File: config.mk
export PLATFORM = sky130hd
export DESIGN_NAME = rdr_writeback
export DESIGN_NICKNAME = d
export VERILOG_FILES = /design/src/rtl/rdr_pkg.sv /design/src/rtl/rdr_cfg_regs.sv /design/src/rtl/rdr_ring_track.sv /design/src/rtl/rdr_pkt_count.sv /design/src/rtl/rdr_writeback.sv
export SDC_FILE = /design/constraint.sdc
export NUM_CORES = 1
export LEC_CHECK = 0
export BUFFER_PORTS_ARGS = -buffer_cell sky130_fd_sc_hd__buf_2
export CORE_UTILIZATION = 55
export CTS_BUF_LIST = sky130_fd_sc_hd__clkbuf_4
export DETAILED_ROUTE_END_ITERATION = 7
export PLACE_DENSITY = 0.78
export SLEW_MARGIN = 10
export SYNTH_ARGS = -nofsm -noshare
export SYNTH_HDL_FRONTEND = slang
export SYNTH_SLANG_ARGS = --single-unit
export TNS_END_PERCENT = 10
File: constraint.sdc
create_clock -name clk -period 14 [get_ports clk]
set_clock_uncertainty 0.1 [all_clocks]
set_input_delay 2.1 -clock clk [delete_from_list [all_inputs] [get_ports clk]]
set_output_delay 2.1 -clock clk [all_outputs]
set_load 0.02 [all_outputs]
File: src/rtl/rdr_pkg.sv
package rdr_pkg;
  typedef enum logic [2:0] {
    RG_BASE = 3'd0,
    RG_RING = 3'd1,
    RG_DESC = 3'd2,
    RG_THR  = 3'd3,
    RG_CTRL = 3'd4,
    RG_STAT = 3'd5,
    RG_ACK  = 3'd6,
    RG_INFO = 3'd7
  } rdr_reg_e;

  localparam int unsigned STAT_W = 8;
  localparam int unsigned FLD_W  = 8;

  localparam int unsigned ST_THR    = 0;
  localparam int unsigned ST_OVF    = 1;
  localparam int unsigned ST_WR     = 2;
  localparam int unsigned ST_PKT    = 3;
  localparam int unsigned ST_ACKERR = 4;
  localparam int unsigned ST_WRAP   = 5;
  localparam int unsigned ST_IGN    = 6;
  localparam int unsigned ST_ACK    = 7;

  localparam int unsigned CTRL_EN_BIT     = 0;
  localparam int unsigned CTRL_OVF_IE_BIT = 25;
  localparam int unsigned THR_MODE_BIT    = 31;

  typedef struct packed {
    logic [FLD_W-1:0] len;
    logic [FLD_W-1:0] stride;
  } desc_fmt_t;
endpackage

File: src/rtl/rdr_cfg_regs.sv
module rdr_cfg_regs
  import rdr_pkg::*;
#(
  parameter int unsigned ADDR_W = 32,
  parameter int unsigned RSZ_W  = 16,
  parameter int unsigned CNT_W  = 16
) (
  input  logic              clk,
  input  logic              rst_n,
  input  logic              we,
  input  logic [2:0]        addr,
  input  logic [31:0]       wdata,
  input  logic [STAT_W-1:0] stat_set,
  input  logic [RSZ_W-1:0]  wptr,
  input  logic [RSZ_W-1:0]  occ,
  input  logic [CNT_W-1:0]  pkt_cnt,
  output logic [31:0]       rdata,
  output logic [ADDR_W-1:0] base,
  output logic [RSZ_W-1:0]  ring_bytes,
  output logic [FLD_W-1:0]  len,
  output logic [FLD_W-1:0]  stride,
  output logic [CNT_W-1:0]  thr,
  output logic              pkt_mode,
  output logic              trig_en,
  output logic              ovf_ie,
  output logic              ring_clr,
  output logic              ack_wr,
  output logic [FLD_W-1:0]  ack_pkts,
  output logic [FLD_W-1:0]  ack_descs,
  output logic [STAT_W-1:0] stat,
  output logic              irq_ovf
);
  logic [7:0]        hit;
  logic [ADDR_W-1:0] base_q;
  logic [RSZ_W-1:0]  ring_q;
  desc_fmt_t         desc_q;
  logic [CNT_W-1:0]  thr_q;
  logic              mode_q, en_q, ovfie_q;
  logic [STAT_W-1:0] stat_q, stat_d, stat_clr;

  always_comb begin
    hit = '0;
    if (we) hit[addr] = 1'b1;
  end

  assign stat_clr = hit[RG_STAT] ? wdata[STAT_W-1:0] : '0;

  always_comb begin
    stat_d = (stat_q & ~stat_clr) | stat_set;
  end

  always_ff @(posedge clk or negedge rst_n) begin
    if (!rst_n) begin
      base_q  <= '0;
      ring_q  <= '0;
      desc_q  <= '0;
      thr_q   <= '0;
      mode_q  <= 1'b0;
      en_q    <= 1'b0;
      ovfie_q <= 1'b0;
      stat_q  <= '0;
    end else begin
      if (hit[RG_BASE]) base_q <= wdata[ADDR_W-1:0];
      if (hit[RG_RING]) ring_q <= wdata[RSZ_W-1:0];
      if (hit[RG_DESC]) desc_q <= wdata[2*FLD_W-1:0];
      if (hit[RG_THR]) begin
        thr_q  <= wdata[CNT_W-1:0];
        mode_q <= wdata[THR_MODE_BIT];
      end
      if (hit[RG_CTRL]) begin
        en_q    <= wdata[CTRL_EN_BIT];
        ovfie_q <= wdata[CTRL_OVF_IE_BIT];
      end
      stat_q <= stat_d;
    end
  end

  always_comb begin
    rdata = '0;
    case (rdr_reg_e'(addr))
      RG_BASE: rdata = 32'(base_q);
      RG_RING: rdata = 32'(ring_q);
      RG_DESC: rdata = 32'(desc_q);
      RG_THR: begin
        rdata = 32'(thr_q);
        rdata[THR_MODE_BIT] = mode_q;
      end
      RG_CTRL: begin
        rdata[CTRL_EN_BIT]     = en_q;
        rdata[CTRL_OVF_IE_BIT] = ovfie_q;
      end
      RG_STAT: rdata = 32'(stat_q);
      RG_ACK:  rdata = 32'(occ);
      RG_INFO: rdata = {16'(pkt_cnt), 16'(wptr)};
      default: rdata = '0;
    endcase
  end

  assign base       = base_q;
  assign ring_bytes = ring_q;
  assign len        = desc_q.len;
  assign stride     = desc_q.stride;
  assign thr        = thr_q;
  assign pkt_mode   = mode_q;
  assign trig_en    = en_q;
  assign ovf_ie     = ovfie_q;
  assign ring_clr   = hit[RG_RING];
  assign ack_wr     = hit[RG_ACK];
  assign ack_pkts   = wdata[FLD_W-1:0];
  assign ack_descs  = wdata[16 +: FLD_W];
  assign stat       = stat_q;
  assign irq_ovf    = stat_q[ST_OVF] & ovfie_q;
endmodule

File: src/rtl/rdr_ring_track.sv
module rdr_ring_track
  import rdr_pkg::*;
#(
  parameter int unsigned ADDR_W = 32,
  parameter int unsigned RSZ_W  = 16
) (
  input  logic              clk,
  input  logic              rst_n,
  input  logic              trig,
  input  logic              ring_clr,
  input  logic [ADDR_W-1:0] base,
  input  logic [RSZ_W-1:0]  ring_bytes,
  input  logic [FLD_W-1:0]  stride,
  input  logic [FLD_W-1:0]  len,
  input  logic              ack_wr,
  input  logic [FLD_W-1:0]  ack_descs,
  output logic              accept,
  output logic              ovf_ev,
  output logic              wrap_ev,
  output logic              ack_err,
  output logic [RSZ_W-1:0]  wptr,
  output logic [RSZ_W-1:0]  occ,
  output logic              dma_valid,
  output logic [ADDR_W-1:0] dma_addr,
  output logic [FLD_W-1:0]  dma_len
);
  localparam int unsigned OW = RSZ_W + 2*FLD_W + 1;

  logic [RSZ_W-1:0]  wptr_q, wptr_d, occ_q, occ_d;
  logic [OW-1:0]     ring_ext, step_ext, adv, held, rel;
  logic              full;
  logic              dv_q;
  logic [ADDR_W-1:0] da_q;
  logic [FLD_W-1:0]  dl_q;

  always_comb begin
    ring_ext = OW'(ring_bytes);
    step_ext = OW'(stride);
    full     = (OW'(occ_q) + step_ext) >= ring_ext;
    accept   = trig & ~ring_clr & ~full;
    ovf_ev   = trig & ~ring_clr & full;
    adv      = OW'(wptr_q) + step_ext;
    wrap_ev  = accept & (adv >= ring_ext);

    wptr_d = wptr_q;
    if (ring_clr)      wptr_d = '0;
    else if (accept)   wptr_d = wrap_ev ? '0 : RSZ_W'(adv);

    held    = OW'(occ_q) + (accept ? step_ext : '0);
    rel     = ack_wr ? (OW'(ack_descs) * step_ext) : '0;
    ack_err = ~ring_clr & (rel > held);
    if (ring_clr || ack_err) occ_d = '0;
    else                     occ_d = RSZ_W'(held - rel);
  end

  always_ff @(posedge clk or negedge rst_n) begin
    if (!rst_n) begin
      wptr_q <= '0;
      occ_q  <= '0;
      dv_q   <= 1'b0;
      da_q   <= '0;
      dl_q   <= '0;
    end else begin
      wptr_q <= wptr_d;
      occ_q  <= occ_d;
      dv_q   <= accept;
      if (accept) begin
        da_q <= base + ADDR_W'(wptr_q);
        dl_q <= len;
      end
    end
  end

  assign wptr      = wptr_q;
  assign occ       = occ_q;
  assign dma_valid = dv_q;
  assign dma_addr  = da_q;
  assign dma_len   = dl_q;
endmodule

File: src/rtl/rdr_pkt_count.sv
module rdr_pkt_count
  import rdr_pkg::*;
#(
  parameter int unsigned CNT_W = 16
) (
  input  logic             clk,
  input  logic             rst_n,
  input  logic             inc,
  input  logic             clr,
  input  logic             ack_wr,
  input  logic [FLD_W-1:0] ack_pkts,
  input  logic [CNT_W-1:0] thr,
  output logic [CNT_W-1:0] cnt,
  output logic             irq,
  output logic             ack_err
);
  localparam int unsigned CW = CNT_W + FLD_W + 1;
  localparam logic [CW-1:0] CMAX = CW'({CNT_W{1'b1}});

  logic [CNT_W-1:0] cnt_q, cnt_d;
  logic [CW-1:0]    bumped, rel;

  always_comb begin
    bumped = CW'(cnt_q) + CW'(inc);
    if (bumped > CMAX) bumped = CMAX;
    rel     = ack_wr ? CW'(ack_pkts) : '0;
    ack_err = ~clr & (rel > bumped);
    if (clr || ack_err) cnt_d = '0;
    else                cnt_d = CNT_W'(bumped - rel);
  end

  always_ff @(posedge clk or negedge rst_n) begin
    if (!rst_n) cnt_q <= '0;
    else        cnt_q <= cnt_d;
  end

  assign cnt = cnt_q;
  assign irq = cnt_q > thr;
endmodule

File: src/rtl/rdr_writeback.sv
module rdr_writeback
  import rdr_pkg::*;
#(
  parameter int unsigned ADDR_W = 32,
  parameter int unsigned RSZ_W  = 16,
  parameter int unsigned CNT_W  = 16
) (
  input  logic              clk,
  input  logic              rst_n,
  input  logic              cfg_we,
  input  logic [2:0]        cfg_addr,
  input  logic [31:0]       cfg_wdata,
  output logic [31:0]       cfg_rdata,
  input  logic              upd_valid,
  input  logic              upd_last,
  output logic              dma_wr_valid,
  output logic [ADDR_W-1:0] dma_wr_addr,
  output logic [FLD_W-1:0]  dma_wr_len,
  output logic              irq_thresh,
  output logic              irq_ovf
);
  logic [ADDR_W-1:0] base;
  logic [RSZ_W-1:0]  ring_bytes, wptr, occ;
  logic [FLD_W-1:0]  len, stride, ack_pkts, ack_descs;
  logic [CNT_W-1:0]  thr, pkt_cnt;
  logic              pkt_mode, trig_en, ovf_ie, ring_clr, ack_wr;
  logic [STAT_W-1:0] stat, stat_set;
  logic              trig, accept, ovf_ev, wrap_ev, ring_ack_err, cnt_ack_err, count_inc;

  assign trig      = upd_valid & trig_en;
  assign count_inc = accept & (pkt_mode ? upd_last : 1'b1);

  always_comb begin
    stat_set            = '0;
    stat_set[ST_THR]    = irq_thresh;
    stat_set[ST_OVF]    = ovf_ev;
    stat_set[ST_WR]     = accept;
    stat_set[ST_PKT]    = count_inc;
    stat_set[ST_ACKERR] = ring_ack_err | cnt_ack_err;
    stat_set[ST_WRAP]   = wrap_ev;
    stat_set[ST_IGN]    = upd_valid & ~trig_en;
    stat_set[ST_ACK]    = ack_wr;
  end

  rdr_cfg_regs #(.ADDR_W(ADDR_W), .RSZ_W(RSZ_W), .CNT_W(CNT_W)) u_regs (
    .clk(clk), .rst_n(rst_n), .we(cfg_we), .addr(cfg_addr), .wdata(cfg_wdata),
    .stat_set(stat_set), .wptr(wptr), .occ(occ), .pkt_cnt(pkt_cnt),
    .rdata(cfg_rdata), .base(base), .ring_bytes(ring_bytes), .len(len),
    .stride(stride), .thr(thr), .pkt_mode(pkt_mode), .trig_en(trig_en),
    .ovf_ie(ovf_ie), .ring_clr(ring_clr), .ack_wr(ack_wr), .ack_pkts(ack_pkts),
    .ack_descs(ack_descs), .stat(stat), .irq_ovf(irq_ovf)
  );

  rdr_ring_track #(.ADDR_W(ADDR_W), .RSZ_W(RSZ_W)) u_ring (
    .clk(clk), .rst_n(rst_n), .trig(trig), .ring_clr(ring_clr), .base(base),
    .ring_bytes(ring_bytes), .stride(stride), .len(len), .ack_wr(ack_wr),
    .ack_descs(ack_descs), .accept(accept), .ovf_ev(ovf_ev), .wrap_ev(wrap_ev),
    .ack_err(ring_ack_err), .wptr(wptr), .occ(occ), .dma_valid(dma_wr_valid),
    .dma_addr(dma_wr_addr), .dma_len(dma_wr_len)
  );

  rdr_pkt_count #(.CNT_W(CNT_W)) u_cnt (
    .clk(clk), .rst_n(rst_n), .inc(count_inc), .clr(ring_clr), .ack_wr(ack_wr),
    .ack_pkts(ack_pkts), .thr(thr), .cnt(pkt_cnt), .irq(irq_thresh),
    .ack_err(cnt_ack_err)
  );

  logic unused_view;
  assign unused_view = ^{stat, ovf_ie};
endmodule

==> results.py <==
metrics = {
    "outcome": {
        "status": "completed",
    },
    "critical_path": {
        "endpoint_kind": "flip-flop",
        "crit_type": "reg -> reg",
        "worstPathArrival_ns": 9.46,
        "critical_path_buf_inv_count": 1,
        "crit_top_cell": "ha_1",
        "critical-path-max-stage-delay_ns": 0.73,
        "cp-start-kind": "flip-flop",
        "rrSetupSlack_ns": 4.93,
        "r2r-end": "u_cnt.cnt[9]$_DFF_PN0_",
        "required_ns": 14.39,
        "r2r-start": "u_regs.stride[1]$_DFFE_PN0P_",
        "cp_slowest_cell": "nor4_2",
        "r2r_cells": 29,
        "path_max_fanout": 73,
        "path_delay_family": "compound AO/OA/AOI/OAI gates",
    },
    "clock_network": {
        "cts_tree": "done",
        "cts_root_buffer": "clkbuf_4",
        "clkLatencyLatePin_ns": 0.62,
        "htreeDepth": 4,
        "cts_resized": 0,
        "clk_pin_slew_ns": 0.16,
        "post_cts_buffers": 0,
        "clock-sinks": 180,
        "clockBufferDepth": 2,
        "postCtsHoldBufs": 0,
        "cts-buffers-inserted": 17,
    },
    "synthesis": {
        "synth_edf_count": 0,
        "syn_nets": 2007,
        "avgSynthCellArea_um2": 8.88,
        "synth_top_area_share_pct": 29.0,
        "synth_flop_cell": "dfrtp_1",
        "synth_seq_cells": 180,
        "yosysUniqueCellTypes": 75,
        "synth_top_area_cell": "dfrtp_1",
        "ys_seq_area_share_pct": 29.0,
        "yosysWarnings": 0,
        "synth_area_leaders": "dfrtp_1 29%, ha_1 14%, nand2_1 5.4%",
        "synth_area_mm2": 0.0156,
        "async_reset_ff_share_pct": 100,
        "synth_cells": 1752,
    },
    "routing": {
        "drt-initial-drc-count": 1227,
        "finalWirelength_mm": 43.7,
        "post_drt_wl_per_cell_um": 19.7,
        "first_pass_iters": 7,
        "avgViaCountPerCell": 6.12,
        "ant_nets": 0,
        "drc": 0,
        "vias": 13600,
    },
    "placed_design": {
        "dp_hpwl_mm": 33.8,
        "port_buffers": 114,
        "gp_congestion": 0.956,
        "dp.cells": 2185,
        "placed_cell_area_mm2": 0.0164,
    },
    "pwr": {
        "p_seq_share_pct": 27.3,
        "switchingPower_mw": 1.71,
        "netSwitchingFraction_pct": 50.2,
        "vdd.ir_drop.worst_uv": 327,
        "cellLeakagePower_nw": 8.22,
        "power.density_mw_per_mm2": 205,
        "pwr-share-comb_pct": 63.7,
        "p_int_mw": 1.70,
        "p_clk_share_pct": 9.0,
        "p_total_mw": 3.41,
    },
    "sta": {
        "fin_setup_tns_ns": 0,
        "fin_crit_sh_pct": 64.8,
        "slew_headroom_pct": 21.3,
        "worst_slew_pin_slew_ns": 1.18,
        "grt_setup_unrepaired": "false",
        "finalHoldViolCount": 0,
        "min_period_ns": 9.07,
        "max_freq_ghz": 0.110,
        "drv_slew": 0,
        "finalSetupViolCount": 0,
    },
    "die": {
        "die_y_um": 170,
        "dieWidth_um": 170,
        "rows": 61,
        "die_area_mm2": 0.0290,
        "initial_core_util_pct": 56.0,
        "ioPinCount": 115,
        "core_area_mm2": 0.0278,
    },
    "hold_path": {
        "hold_path_startpoint": "u_ring.dma_addr[10]$_DFFE_PN0N_",
        "holdPathEnd": "u_ring.dma_addr[10]$_DFFE_PN0N_",
        "hold_class": "reg -> reg",
        "hold_path_depth": 2,
    },
    "grt": {
        "overflow": 0,
        "grt_pass1_vias": 13000,
        "grt_pass1_wl_mm": 69.0,
        "antenna_found_initial": 3,
        "grt_max_degree": 110,
        "grt_use_total_pct": 30.9,
    },
    "finish": {
        "area_growth_pct": 7.18,
        "final_nets": 2081,
        "layout-drive-gt1-share_pct": 13.7,
        "fin_area_mm2": 0.0167,
        "final_util_pct": 60.0,
        "fin_cells": 2217,
    },
    "run": {
        "cap_violations": 0,
    },
}
layout make-up:
type,count,area (um2)
fill,2504,11100
inverter,149,572
timing repair buffer,121,629
clock buffer,18,135
multi-input combinational,1357,10200
clock inverter,13,149
antenna,1,2.50
sequential,180,4500
tap,378,473
kinds of logic after synthesis:
group / count (synthesis) / synth area share, %
simple gates: 576 / 17.6
compound gates: 357 / 15.0
buf+inv: 215 / 5.50
fa+ha+maj: 215 / 19.3
flops: 180 / 29.0
xor+xnor: 109 / 6.14
mux: 100 / 7.40
per-stage QoR:
stage               worst slack (ns)  hold WS (ns)
global placement                5.16         0.346
floorplan                       6.37         0.346
finish                          4.93         0.379
CTS                             5.13         0.387
detailed placement              4.95         0.351
global route                    4.43         0.405
state kept, by name, summed over array words and instances (netlist names):
signal             count
u_regs.base           32
u_regs.ovf_ie          1
u_cnt.cnt             16
u_regs.ring_bytes     16
u_ring.dma_len         8
u_regs.pkt_mode        1
u_ring.dma_valid       1
u_regs.thr            16
u_ring.dma_addr       32
u_regs.stat            8
u_ring.occ            16
u_ring.wptr           16
u_regs.len             8
u_regs.trig_en         1
u_regs.stride          8
synth_stat cells (11+ instances only):
library cell and instances:
nor2b_1 11, xnor2_1 54, mux2i_1 25, a211oi_1 13, and3_1 16, a21o_1 33, o21ai_0 100, a31oi_1 13
and2_1 50, fa_1 42, nand2_1 225, clkbuf_1 50, inv_1 147, nor2_1 110, xor2_1 55, mux2_2 70
nand3_1 49, o21a_1 13, nand4_1 27, dfrtp_1 180, a22o_1 30, nor3_1 37, a21oi_1 72, ha_1 173
metal layers:
| layer | up-vias | track usage [%] | share of wire, % |
|---|---|---|---|
| li1 | 6259 | - | - |
| met1 | 6570 | 41.1 | 42 |
| met3 | 118 | 5.74 | 8.1 |
| met5 | - | 0 | 0.055 |
| met4 | 4 | 13.0 | 3.9 |
| met2 | 617 | 49.4 | 46 |
cells in the final DEF, fill, tap and decap left out, types with 6 or more instances in the layout:
| master | Yosys | final |
|---|---|---|
| nand4_1 | 27 | 27 |
| inv_1 | 147 | 147 |
| o31a_1 | 6 | 6 |
| a31oi_1 | 13 | 13 |
| nor2_1 | 110 | 108 |
| or3_1 | 8 | 8 |
| xor2_1 | 55 | 55 |
| a211oi_1 | 13 | 13 |
| nand3_1 | 49 | 49 |
| mux2i_1 | 25 | 25 |
| clkbuf_4 | 0 | 18 |
| o21a_1 | 13 | 13 |
| a22oi_1 | 6 | 6 |
| nor2b_1 | 11 | 11 |
| o21bai_1 | 7 | 7 |
| o211ai_1 | 9 | 9 |
| buf_4 | 1 | 7 |
| a21oi_1 | 72 | 72 |
| fa_1 | 42 | 42 |
| mux2_2 | 70 | 70 |
| a22o_1 | 30 | 30 |
| xnor2_1 | 54 | 54 |
| buf_2 | 7 | 113 |
| ha_1 | 173 | 173 |
| nand2_1 | 225 | 225 |
| dfrtp_1 | 180 | 180 |
| a21o_1 | 33 | 33 |
| nor3_1 | 37 | 37 |
| o21ai_0 | 100 | 100 |
| and3_1 | 16 | 16 |
| and2_1 | 50 | 50 |
how the worst max path moves through the flow:
stage                                 startpoint                      end  slack [ns]  cells after the start
floorplan                          cfg_wdata[17]  u_ring.occ[9]$_DFF_PN0_        6.37                     22
global placement                     cfg_addr[2]   u_cnt.cnt[9]$_DFF_PN0_        5.16                     21
detailed placement                   cfg_addr[2]   u_cnt.cnt[9]$_DFF_PN0_        4.95                     21
CTS                 u_regs.stride[1]$_DFFE_PN0P_   u_cnt.cnt[9]$_DFF_PN0_        5.13                     29
global route        u_regs.stride[0]$_DFFE_PN0P_   u_cnt.cnt[9]$_DFF_PN0_        4.43                     30
finish              u_regs.stride[1]$_DFFE_PN0P_   u_cnt.cnt[9]$_DFF_PN0_        4.93                     29
worst reg2reg max path, delay by kind of cell (launching register included):
family | cells | cell delay, ns
and+or+nand+nor | 7 | 2.18
xor gates and xnor gates | 1 | 0.16
AOI/OAI and AO/OA | 15 | 3.92
DFF | 1 | 0.64
buffers and inverters | 1 | 0.35
adders and majority gates | 5 | 1.63
power groups by stage:
stage | registers, mW | logic (mW) | clock network [mW]
after detailed placement | 0.930 | 2.16 | 0
after global placement | 0.923 | 2.09 | 0
final | 0.930 | 2.17 | 0.308
after CTS | 0.918 | 2.17 | 0.312
after floorplan | 0.883 | 1.60 | 0
after global routing | 0.947 | 2.44 | 0.330
Note: power is estimated with default switching activity, not from simulation.
